==> config.mk <==
export PLATFORM = sky130hd
export DESIGN_NAME = bus_reg_decoder
export DESIGN_NICKNAME = d
export VERILOG_FILES = /design/src/rtl/bus_reg_decoder.sv
export SDC_FILE = /design/constraint.sdc
export NUM_CORES = 1
export LEC_CHECK = 0
export CORE_MARGIN = 2
export CORE_UTILIZATION = 41
export CTS_CLUSTER_DIAMETER = 100
export DETAILED_ROUTE_END_ITERATION = 10
export PLACE_DENSITY = 0.85
export SYNTH_ARGS = -nofsm -noshare
export SYNTH_HDL_FRONTEND = slang
export SYNTH_SLANG_ARGS = --single-unit
==> constraint.sdc <==
create_clock -name clk -period 2.4 [get_ports clk]
set_clock_uncertainty 0.15 [all_clocks]
set_input_delay 0.36 -clock clk [delete_from_list [all_inputs] [get_ports clk]]
set_output_delay 0.36 -clock clk [all_outputs]
set_load 0.02 [all_outputs]
==> src/rtl/bus_reg_decoder.sv <==
module bus_reg_decoder #(
  parameter int ADDR_W    = 16,
  parameter int DATA_W    = 8,
  parameter int MAIN_W    = 8,
  parameter int SUB_W     = 5,
  parameter int SIZE_W    = 3,
  parameter int BASE_BITS = 10,
  parameter logic [2:0] SIZE_RST = 3'd2
) (
  input  logic              clk,
  input  logic              rst_n,
  input  logic [MAIN_W-1:0] main_sw_raw,
  input  logic [SUB_W-1:0]  sub_sw_raw,
  input  logic [ADDR_W-1:0] bus_addr,
  input  logic [DATA_W-1:0] bus_wdata,
  input  logic              bus_wr,
  input  logic              bus_rd,
  output logic              bus_ack,
  output logic [DATA_W-1:0] bus_rdata,
  output logic              run_en,
  output logic [DATA_W-2:0] ctrl_reg,
  output logic              mode_alt,
  output logic [DATA_W-1:0] station_id,
  output logic [SIZE_W-1:0] size_code,
  output logic [4:0]        data_bits
);
  localparam int SUB_LO  = ADDR_W - MAIN_W - SUB_W;
  localparam int MAIN_LO = ADDR_W - MAIN_W;
  localparam logic [SIZE_W-1:0] SIZE_MAX = '1;

  logic [MAIN_W-1:0] main_sel;
  logic [SUB_W-1:0]  sub_sel;
  logic [1:0]        ofs;
  logic main_hit, sub_hit, odd, strobe;
  logic card_sel, bcast_wr, decoded;
  logic wr_ctrl, wr_stn, wr_size, rd_stat;

  assign main_sel = ~main_sw_raw;
  assign sub_sel  = ~sub_sw_raw;
  assign main_hit = bus_addr[ADDR_W-1:MAIN_LO] == main_sel;
  assign sub_hit  = bus_addr[MAIN_LO-1:SUB_LO] == sub_sel;
  assign odd      = bus_addr[0];
  assign ofs      = bus_addr[2:1];
  assign strobe   = bus_wr | bus_rd;

  assign card_sel = main_hit & sub_hit & odd;
  assign bcast_wr = bus_wr & main_hit & odd & (ofs == 2'd0);
  assign decoded  = strobe & (card_sel | bcast_wr);

  assign wr_ctrl  = bus_wr & card_sel & (ofs == 2'd1);
  assign wr_stn   = bus_wr & card_sel & (ofs == 2'd2);
  assign wr_size  = bus_wr & card_sel & (ofs == 2'd3);
  assign rd_stat  = bus_rd & ~bus_wr & card_sel & (ofs == 2'd1);

  always_ff @(posedge clk) begin
    if (!rst_n) begin
      run_en     <= 1'b0;
      ctrl_reg   <= '0;
      station_id <= '0;
      size_code  <= SIZE_RST;
      bus_ack    <= 1'b0;
      bus_rdata  <= '0;
    end else begin
      if (bcast_wr) run_en     <= bus_wdata[0];
      if (wr_ctrl)  ctrl_reg   <= bus_wdata[DATA_W-2:0];
      if (wr_stn)   station_id <= bus_wdata;
      if (wr_size)  size_code  <= bus_wdata[SIZE_W-1:0];
      bus_ack   <= decoded;
      bus_rdata <= rd_stat ? {run_en, ctrl_reg} : '0;
    end
  end

  assign mode_alt  = ctrl_reg[0];
  assign data_bits = (size_code == SIZE_MAX) ? 5'(BASE_BITS + 6)
                                             : 5'(BASE_BITS) + 5'(size_code);
endmodule

After elaboration in Yosys (flattened, before gate mapping):

Index checks and enable logic that the tools add are counted.

* bits of input ports: 41
* output and inout port bits: 34
* register bits after elaboration: 28

* reduce and logical (&&, ||, !) cells: 2
* multiplexer cells: 1
* add/sub/neg operators: 1
* bitwise operators: 18
* equal/unequal tests: 6

Operators by type and width (number)
* $and A1 B1 Y1: 13
* $eq A8 B8 Y1: 1
* $not A8 Y8: 1
* $add A4 B3 Y5 const A: 1
* $eq A5 B5 Y1: 1
* $mux W5: 1
* $not A5 Y5: 1
* $eq A2 B2 Y1 const B: 2
* $eq A3 B3 Y1 const B: 1
* $eq A2 B1 Y1 const B: 1
* $logic_not A2 Y1: 1
* $or A1 B1 Y1: 2
* $reduce_and A2 Y1: 1
* $not A1 Y1: 1

Longest topological paths before layout:

Gate-level depths: netlist (run 1).

* depth in word-level cells: 7
* gate-level depth with buffers: 5
* depth with buffers taken out: 5

Worst setup path before layout (run 1):

OpenSTA, ideal clock, no wires.

* kind: input-to-reg
* from: in main_sw_raw[0]
* to: reg size_code[1]
* slack: 0.610 ns
* arrival: 1.502 ns
* stages: 5
* data required time: 2.113 ns
* cell sequence: xor2_1 -> nand4_2 -> or4_4 -> o21ai_2 -> nand3_1

* longest elaborated chain between the ends: 6

RTL lines
* from (decl): RTL line 12 `input logic [MAIN_W-1:0] main_sw_raw,`
* $not A8 Y8: RTL line 38 `assign main_sel = ~main_sw_raw;`
* $eq A8 B8 Y1: RTL line 40 `assign main_hit = bus_addr[ADDR_W-1:MAIN_LO] == main_sel;`
* $and A1 B1 Y1 (2 in a row): RTL line 46 `assign card_sel = main_hit & sub_hit & odd;`
* $and A1 B1 Y1 (2 in a row): RTL line 52 `assign wr_size = bus_wr & card_sel & (ofs == 2'd3);`
* to (signal assigned): RTL line 67 `if (wr_size) size_code <= bus_wdata[SIZE_W-1:0];`
* to (decl): RTL line 24 `output logic [SIZE_W-1:0] size_code,`

No other way between the ends.
A chain may end at the register's enable or synchronous reset.

Worst setup path in the final report (run 1):

* from: reg size_code[1]
* to: out data_bits[2]

* longest elaborated chain between the ends: 2
* elaborated cells between the ends (all ways): 3

RTL lines
* $add A4 B3 Y5 / $eq A3 B3 Y1 (equally long branches): RTL line 75, 74
* $mux W5 *: RTL line 74 `assign data_bits = (size_code == SIZE_MAX) ? 5'(BASE_BITS + 6)`
* to (decl): RTL line 25 `output logic [4:0] data_bits`

Mark *: on every way between the ends. The rest lies on a longest branch, timed or not.

==> results.json, run 1 <==
{
  "port_buffers": 74,
  "power_frac_seq_pct": 50.9,
  "use_met1_pct": 23.73,
  "grt_setup_unrepaired": "false",
  "cp_top_family": "buffers and inverters",
  "via_per_inst": 5.062,
  "p_leak_uw": 0.0007950,
  "cts_tree": "yes",
  "die_x_um": 60.90,
  "comb_power_share_pct": 15.3,
  "max_slew_margin_pct": 69.01,
  "cp.depth": 2,
  "hpwl_um": 2972,
  "period_share_pct": 89.34,
  "vias": 1382,
  "holdCritStartpoint": "station_id[2]",
  "max_stage_delay_ns": 0.59,
  "clkSlewWorstSetupHoldPaths_ns": 0.14,
  "synth-simple-area-share_pct": 29.22,
  "max-cap-violations": 0,
  "ys_seq_elements": 28,
  "critPathKind": "reg2out",
  "use_met2_pct": 37.94,
  "area_delta_synth_final_pct": 66.73,
  "fin_crit_ns": 2.144,
  "worstSetupEndpointType": "output port",
  "critPathLaunch": "size_code[1]",
  "regArea_sq_um": 560.5,
  "hold-path-cell-count": 2,
  "cts-htree-levels": 1,
  "clock-sinks": 28,
  "tns_ns": 0,
  "drc_errors": 0,
  "die_area_sq_um": 3709,
  "top_usage_layer": "met2",
  "grt_max_degree": 17,
  "syn_area_sq_um": 1328,
  "synth_compound_area_share_pct": 11.31,
  "synth_top_family_by_area": "simple AND/OR/NAND/NOR gates",
  "yosysTopAreaCell": "dfxtp_1",
  "cts_root_buf": "clkbuf_4",
  "avgSynthCellArea_sq_um": 9.031,
  "nFillCells": 237,
  "hp-class": "reg2reg",
  "r2r-start": "ctrl_reg[4]",
  "switchingPower_uw": 200.1,
  "die_y_um": 60.90,
  "ctsHoldBuffers": 0,
  "multi_input_comb_area_sq_um": 737.0,
  "status": "finished, final reports clean",
  "avgRoutedWirePerCell_um": 13.08,
  "io_pins": 75,
  "cts_setup_buffers": 0,
  "start_util_pct": 43.13,
  "startpoint_type": "flip-flop",
  "r2r_cells": 2,
  "crit_slowest_cell": "clkdlybuf4s50_1",
  "grt_pass1_wl_um": 5664,
  "synthTopCellsByArea": "dfxtp_1 (42%), xor2_1 (8.6%), nand3_1 (5.7%)",
  "sw_frac_of_total_pct": 21.89,
  "numCtsBuffers": 3,
  "first_iter_violations": 46,
  "setup_violations": 0,
  "crit_path_max_fanout": 6,
  "grt_usage_pct": 20.58,
  "synth_cells": 147,
  "ant_nets": 0,
  "dp_slack_ns": 0.01962,
  "synth_mux_area_share_pct": 4.524,
  "setup_slack_ns": 0.2557,
  "drive_gt1_share_pct": 9.607,
  "cts_resized": 0,
  "worstPathArrival_ns": 1.63,
  "grt_pass1_vias": 1299,
  "peakVddDrop_v": 0.0002545,
  "holdWs_ns": 0.3226,
  "tightest_slew_ns": 0.4610,
  "worstPathBufferInverterCount": 1,
  "overflow": 0,
  "yosys.cell_types.count": 29,
  "core-area_sq_um": 3078,
  "routabilityCongestion": 0.8535,
  "pwr-share-clk_pct": 33.8,
  "layout.nets": 273,
  "p_int_uw": 714.0,
  "drtPass1Iterations": 4,
  "antenna_found_initial": 0,
  "clockBufferDepth": 2,
  "rows": 20,
  "yosys_warnings": 0,
  "num_antenna_cells": 0,
  "syn_nets": 190,
  "clock_latency_ns": 0.32,
  "synthXorXnorAreaFrac_pct": 8.577,
  "power_density_nw_per_um2": 413.0,
  "yosys.area_share.adder_pct": 1.885,
  "crit_chain": "ha_1, clkdlybuf4s50_1",
  "finalMaxSlewViolations": 0,
  "cp_data_required_time_ns": 1.89,
  "max_freq_mhz": 466.4,
  "hold_viol_final": 0,
  "grtUsageMet3_pct": 2.132,
  "wl_um": 3571,
  "synth_top_area_share_pct": 42.22,
  "yosysSeqAreaShare_pct": 42.22
}
==> placed cells by master, fill, tap and decap left out, types with 2 or more instances in the layout <==
cell,synthesis,final
o21ai_1,5,5
o21ai_2,2,2
nand3_2,2,2
xor2_1,13,13
nand2_1,15,15
and4_1,2,2
inv_1,4,4
and3_1,3,3
nor4_2,2,2
a21oi_1,13,13
dfxtp_1,28,28
ha_1,2,2
and2_1,10,10
clkbuf_4,0,3
nor3_1,2,2
clkdlybuf4s50_1,0,74
nand4_1,2,2
mux2i_1,6,6
o21ai_0,7,7
nor2_1,3,3
nand3_1,15,15
buf_4,1,7
==> cells by family after synthesis <==
group | count (synthesis)
simple gates | 63
compound gates | 28
flops | 28
xor+xnor | 13
buf+inv | 7
mux | 6
fa+ha+maj | 2
==> final timing paths <==
kind / endpoint / slack [ns]
worst min register to register: station_id[2] / 0.32
worst min-delay path: station_id[2] / 0.32
worst max register to register: ctrl_reg[4] / 1.52
worst max-delay path: data_bits[2] / 0.26
==> metal layers <==
layer / share of wire [%] / up-vias
li1: - / 684
met3: 6.5 / 6
met4: 2.0 / 0
met2: 51 / 70
met5: 0 / -
met1: 40 / 622
==> power by group through the flow <==
stage          Sequential (uW)  Clock (uW)  Combinational, uW
2_1_floorplan              475           0               49.9
3_3_place_gp               475           0                134
3_5_place_dp               475           0                139
4_1_cts                    465         308                139
5_1_grt                    465         324                151
6_report                   465         309                140
==> through the flow <==
step                      area, sq um  util [%]  std cells  total power [uW]
after floorplan                  1328         -        147             524.9
after global routing             2213     71.91        273             941.0
after CTS                        2213     71.91        273             912.3
final                            2213     71.91        273             914.1
after global placement           2161     70.20        269             608.9
after detailed placement         2161     70.20        269             613.6
==> final cells by class <==
cell class | instances | area share, %
clock buffer | 3 | 1.018
clock inverter | 1 | 1.357
inverter | 4 | 0.6784
multi-input combinational | 112 | 33.30
sequential | 28 | 25.33
tap | 44 | 2.487
timing repair buffer | 81 | 35.84
==> synthesized netlist by cell type, drive strengths merged <==
library cell	n
nand2	15
inv	4
or4	1
nor2b	1
nor2	3
nand3	17
nand4	3
nor3b	1
and2	10
and3	3
and4	3
ha	2
nor3	3
a21oi	13
dfxtp	28
clkbuf	2
mux2i	6
o21ai	14
a21boi	1
nor4	3
xor2	13
buf	1
==> worst reg2reg max path: stages (launching register included) <==
cell     delay [ns]
dfxtp_1        0.39
o21ai_0        0.13
a21oi_1        0.16
Power figures use the tool's default switching activity.
==> run 2: changes to the inputs <==
--- a/config.mk
+++ b/config.mk
@@ -5,6 +5,7 @@
 export SDC_FILE = /design/constraint.sdc
 export NUM_CORES = 1
 export LEC_CHECK = 0
+export CORE_ASPECT_RATIO = 1.4
 export CORE_MARGIN = 2
 export CORE_UTILIZATION = 41
 export CTS_CLUSTER_DIAMETER = 100
==> results.json, run 2 (same netlist as run 1, synthesis figures left out) <==
{
  "ant_nets": 0,
  "hp-class": "reg2reg",
  "max_freq_mhz": 483.6,
  "grt_setup_unrepaired": "false",
  "tightest_slew_ns": 0.4382,
  "grtUsageMet3_pct": 2.708,
  "min_to": "station_id[0]",
  "finalMaxSlewViolations": 0,
  "clkSlewWorstSetupHoldPaths_ns": 0.09,
  "sw_frac_of_total_pct": 21.06,
  "switchingPower_uw": 204.8,
  "max-cap-violations": 0,
  "cts_setup_buffers": 0,
  "regArea_sq_um": 560.5,
  "hpwl_um": 2806,
  "io_pins": 75,
  "use_met2_pct": 36.85,
  "avgRoutedWirePerCell_um": 12.55,
  "p_int_uw": 767.5,
  "ctsHoldBuffers": 0,
  "layout.nets": 273,
  "die_y_um": 71.33,
  "hold-path-cell-count": 2,
  "tns_ns": 0,
  "holdWs_ns": 0.3279,
  "worstReg2RegEnd": "size_code[1]",
  "max_stage_delay_ns": 0.59,
  "status": "finished, final reports clean",
  "rows": 24,
  "cts-htree-levels": 1,
  "holdCritStartpoint": "station_id[0]",
  "cts_root_buf": "clkbuf_8",
  "max_slew_margin_pct": 70.70,
  "vias": 1382,
  "critPathKind": "reg2out",
  "multi_input_comb_area_sq_um": 737.0,
  "r2r_slack_ns": 1.56,
  "drc_errors": 0,
  "worstPathArrival_ns": 1.56,
  "comb_power_share_pct": 14.3,
  "fin_crit_ns": 2.068,
  "crit_chain": "ha_1, clkdlybuf4s50_1",
  "num_antenna_cells": 0,
  "start_util_pct": 42.92,
  "startpoint_type": "flip-flop",
  "use_met1_pct": 20.95,
  "cts_resized": 0,
  "core-area_sq_um": 3093,
  "mostFrequentLayoutCells": "clkdlybuf4s50_1 (74), dfxtp_1 (28), nand2_1 (15), nand3_1 (15)",
  "wl_um": 3364,
  "clock_latency_ns": 0.28,
  "period_share_pct": 86.16,
  "port_buffers": 74,
  "crit_path_max_fanout": 6,
  "cts_tree": "yes",
  "cp_data_required_time_ns": 1.89,
  "power_density_nw_per_um2": 436.8,
  "r2r-start": "size_code[1]",
  "clock-sinks": 28,
  "clockBufferDepth": 2,
  "pwr-share-clk_pct": 38.0,
  "overflow": 0,
  "die_x_um": 52.09,
  "grt_pass1_vias": 1361,
  "worstSetupEndpointType": "output port",
  "drtPass1Iterations": 4,
  "peakVddDrop_v": 0.0004395,
  "nFillCells": 265,
  "area_delta_synth_final_pct": 67.67,
  "power_frac_seq_pct": 47.7,
  "r2r_cells": 2,
  "hold_viol_final": 0,
  "fin_area_sq_um": 2226,
  "die_area_sq_um": 3715,
  "drive_gt1_share_pct": 9.607,
  "p_leak_uw": 0.0008028,
  "first_iter_violations": 25,
  "antenna_found_initial": 0,
  "setup_violations": 0,
  "grt_pass1_wl_um": 5595,
  "grt_max_degree": 17,
  "numCtsBuffers": 3,
  "layout_commonest_cell": "clkdlybuf4s50_1",
  "top_usage_layer": "met2",
  "routabilityCongestion": 0.8174,
  "via_per_inst": 5.157,
  "crit_slowest_cell": "clkdlybuf4s50_1",
  "grt_usage_pct": 19.63,
  "dpl_cell_area_sq_um": 2155
}
[run 2: cell types whose count changed in the layout (fill, tap and decap cells not counted)]
cell | previous run | this run
clkbuf_4 | 3 | 0
clkbuf_8 | 0 | 3
[run 2: routing by layer]
metal,vias up,routed length (um)
li1,687,-
met4,0,68
met2,61,1861
met3,7,186
met5,-,0
met1,627,1248
[run 2: worst max-delay path, delay by kind of cell (launching register included)]
kind,cells,cell delay [ns]
DFF,1,0.39
adders and majority gates,1,0.30
buffers and inverters,1,0.59
[run 2: how the worst max path moves through the flow]
stage	from	endpoint	slack, ns	depth (start not counted)
after floorplan	main_sw_raw[0]	size_code[1]	0.61	5
after global placement	bus_addr[10]	size_code[1]	0.12	6
after detailed placement	bus_addr[11]	station_id[6]	0.07	6
after CTS	size_code[1]	data_bits[2]	0.33	2
after global routing	main_sw_raw[4]	bus_rdata[2]	0.23	7
final	size_code[1]	data_bits[2]	0.33	2
[run 2: power groups by stage]
| stage | Combinational, uW | Sequential (uW) | Clock [uW] |
|---|---|---|---|
| 6_report | 139 | 464 | 369 |
| 5_1_grt | 152 | 464 | 393 |
| 4_1_cts | 139 | 464 | 377 |
| 3_5_place_dp | 139 | 475 | 0 |
| 3_3_place_gp | 136 | 475 | 0 |
| 2_1_floorplan | 49.9 | 475 | 0 |
[run 2: final cells by class]
class / instances / area share (%)
Clock inverter: 1 / 1.349
Tap cell: 39 / 2.192
Sequential cell: 28 / 25.18
Clock buffer: 3 / 1.855
Timing Repair Buffer: 81 / 35.64
Inverter: 4 / 0.6745
Multi-Input combinational cell: 112 / 33.11
[run 2: per-stage QoR]
step	total power [uW]	utilization, %	setup WS, ns	std cells
after detailed placement	613.6	69.66	0.06893	264
after global routing	1009	71.97	0.2273	268
after CTS	980.6	71.97	0.3273	268
after floorplan	524.9	-	0.6105	147
final	972.3	71.97	0.3322	268
after global placement	610.6	69.66	0.1191	264
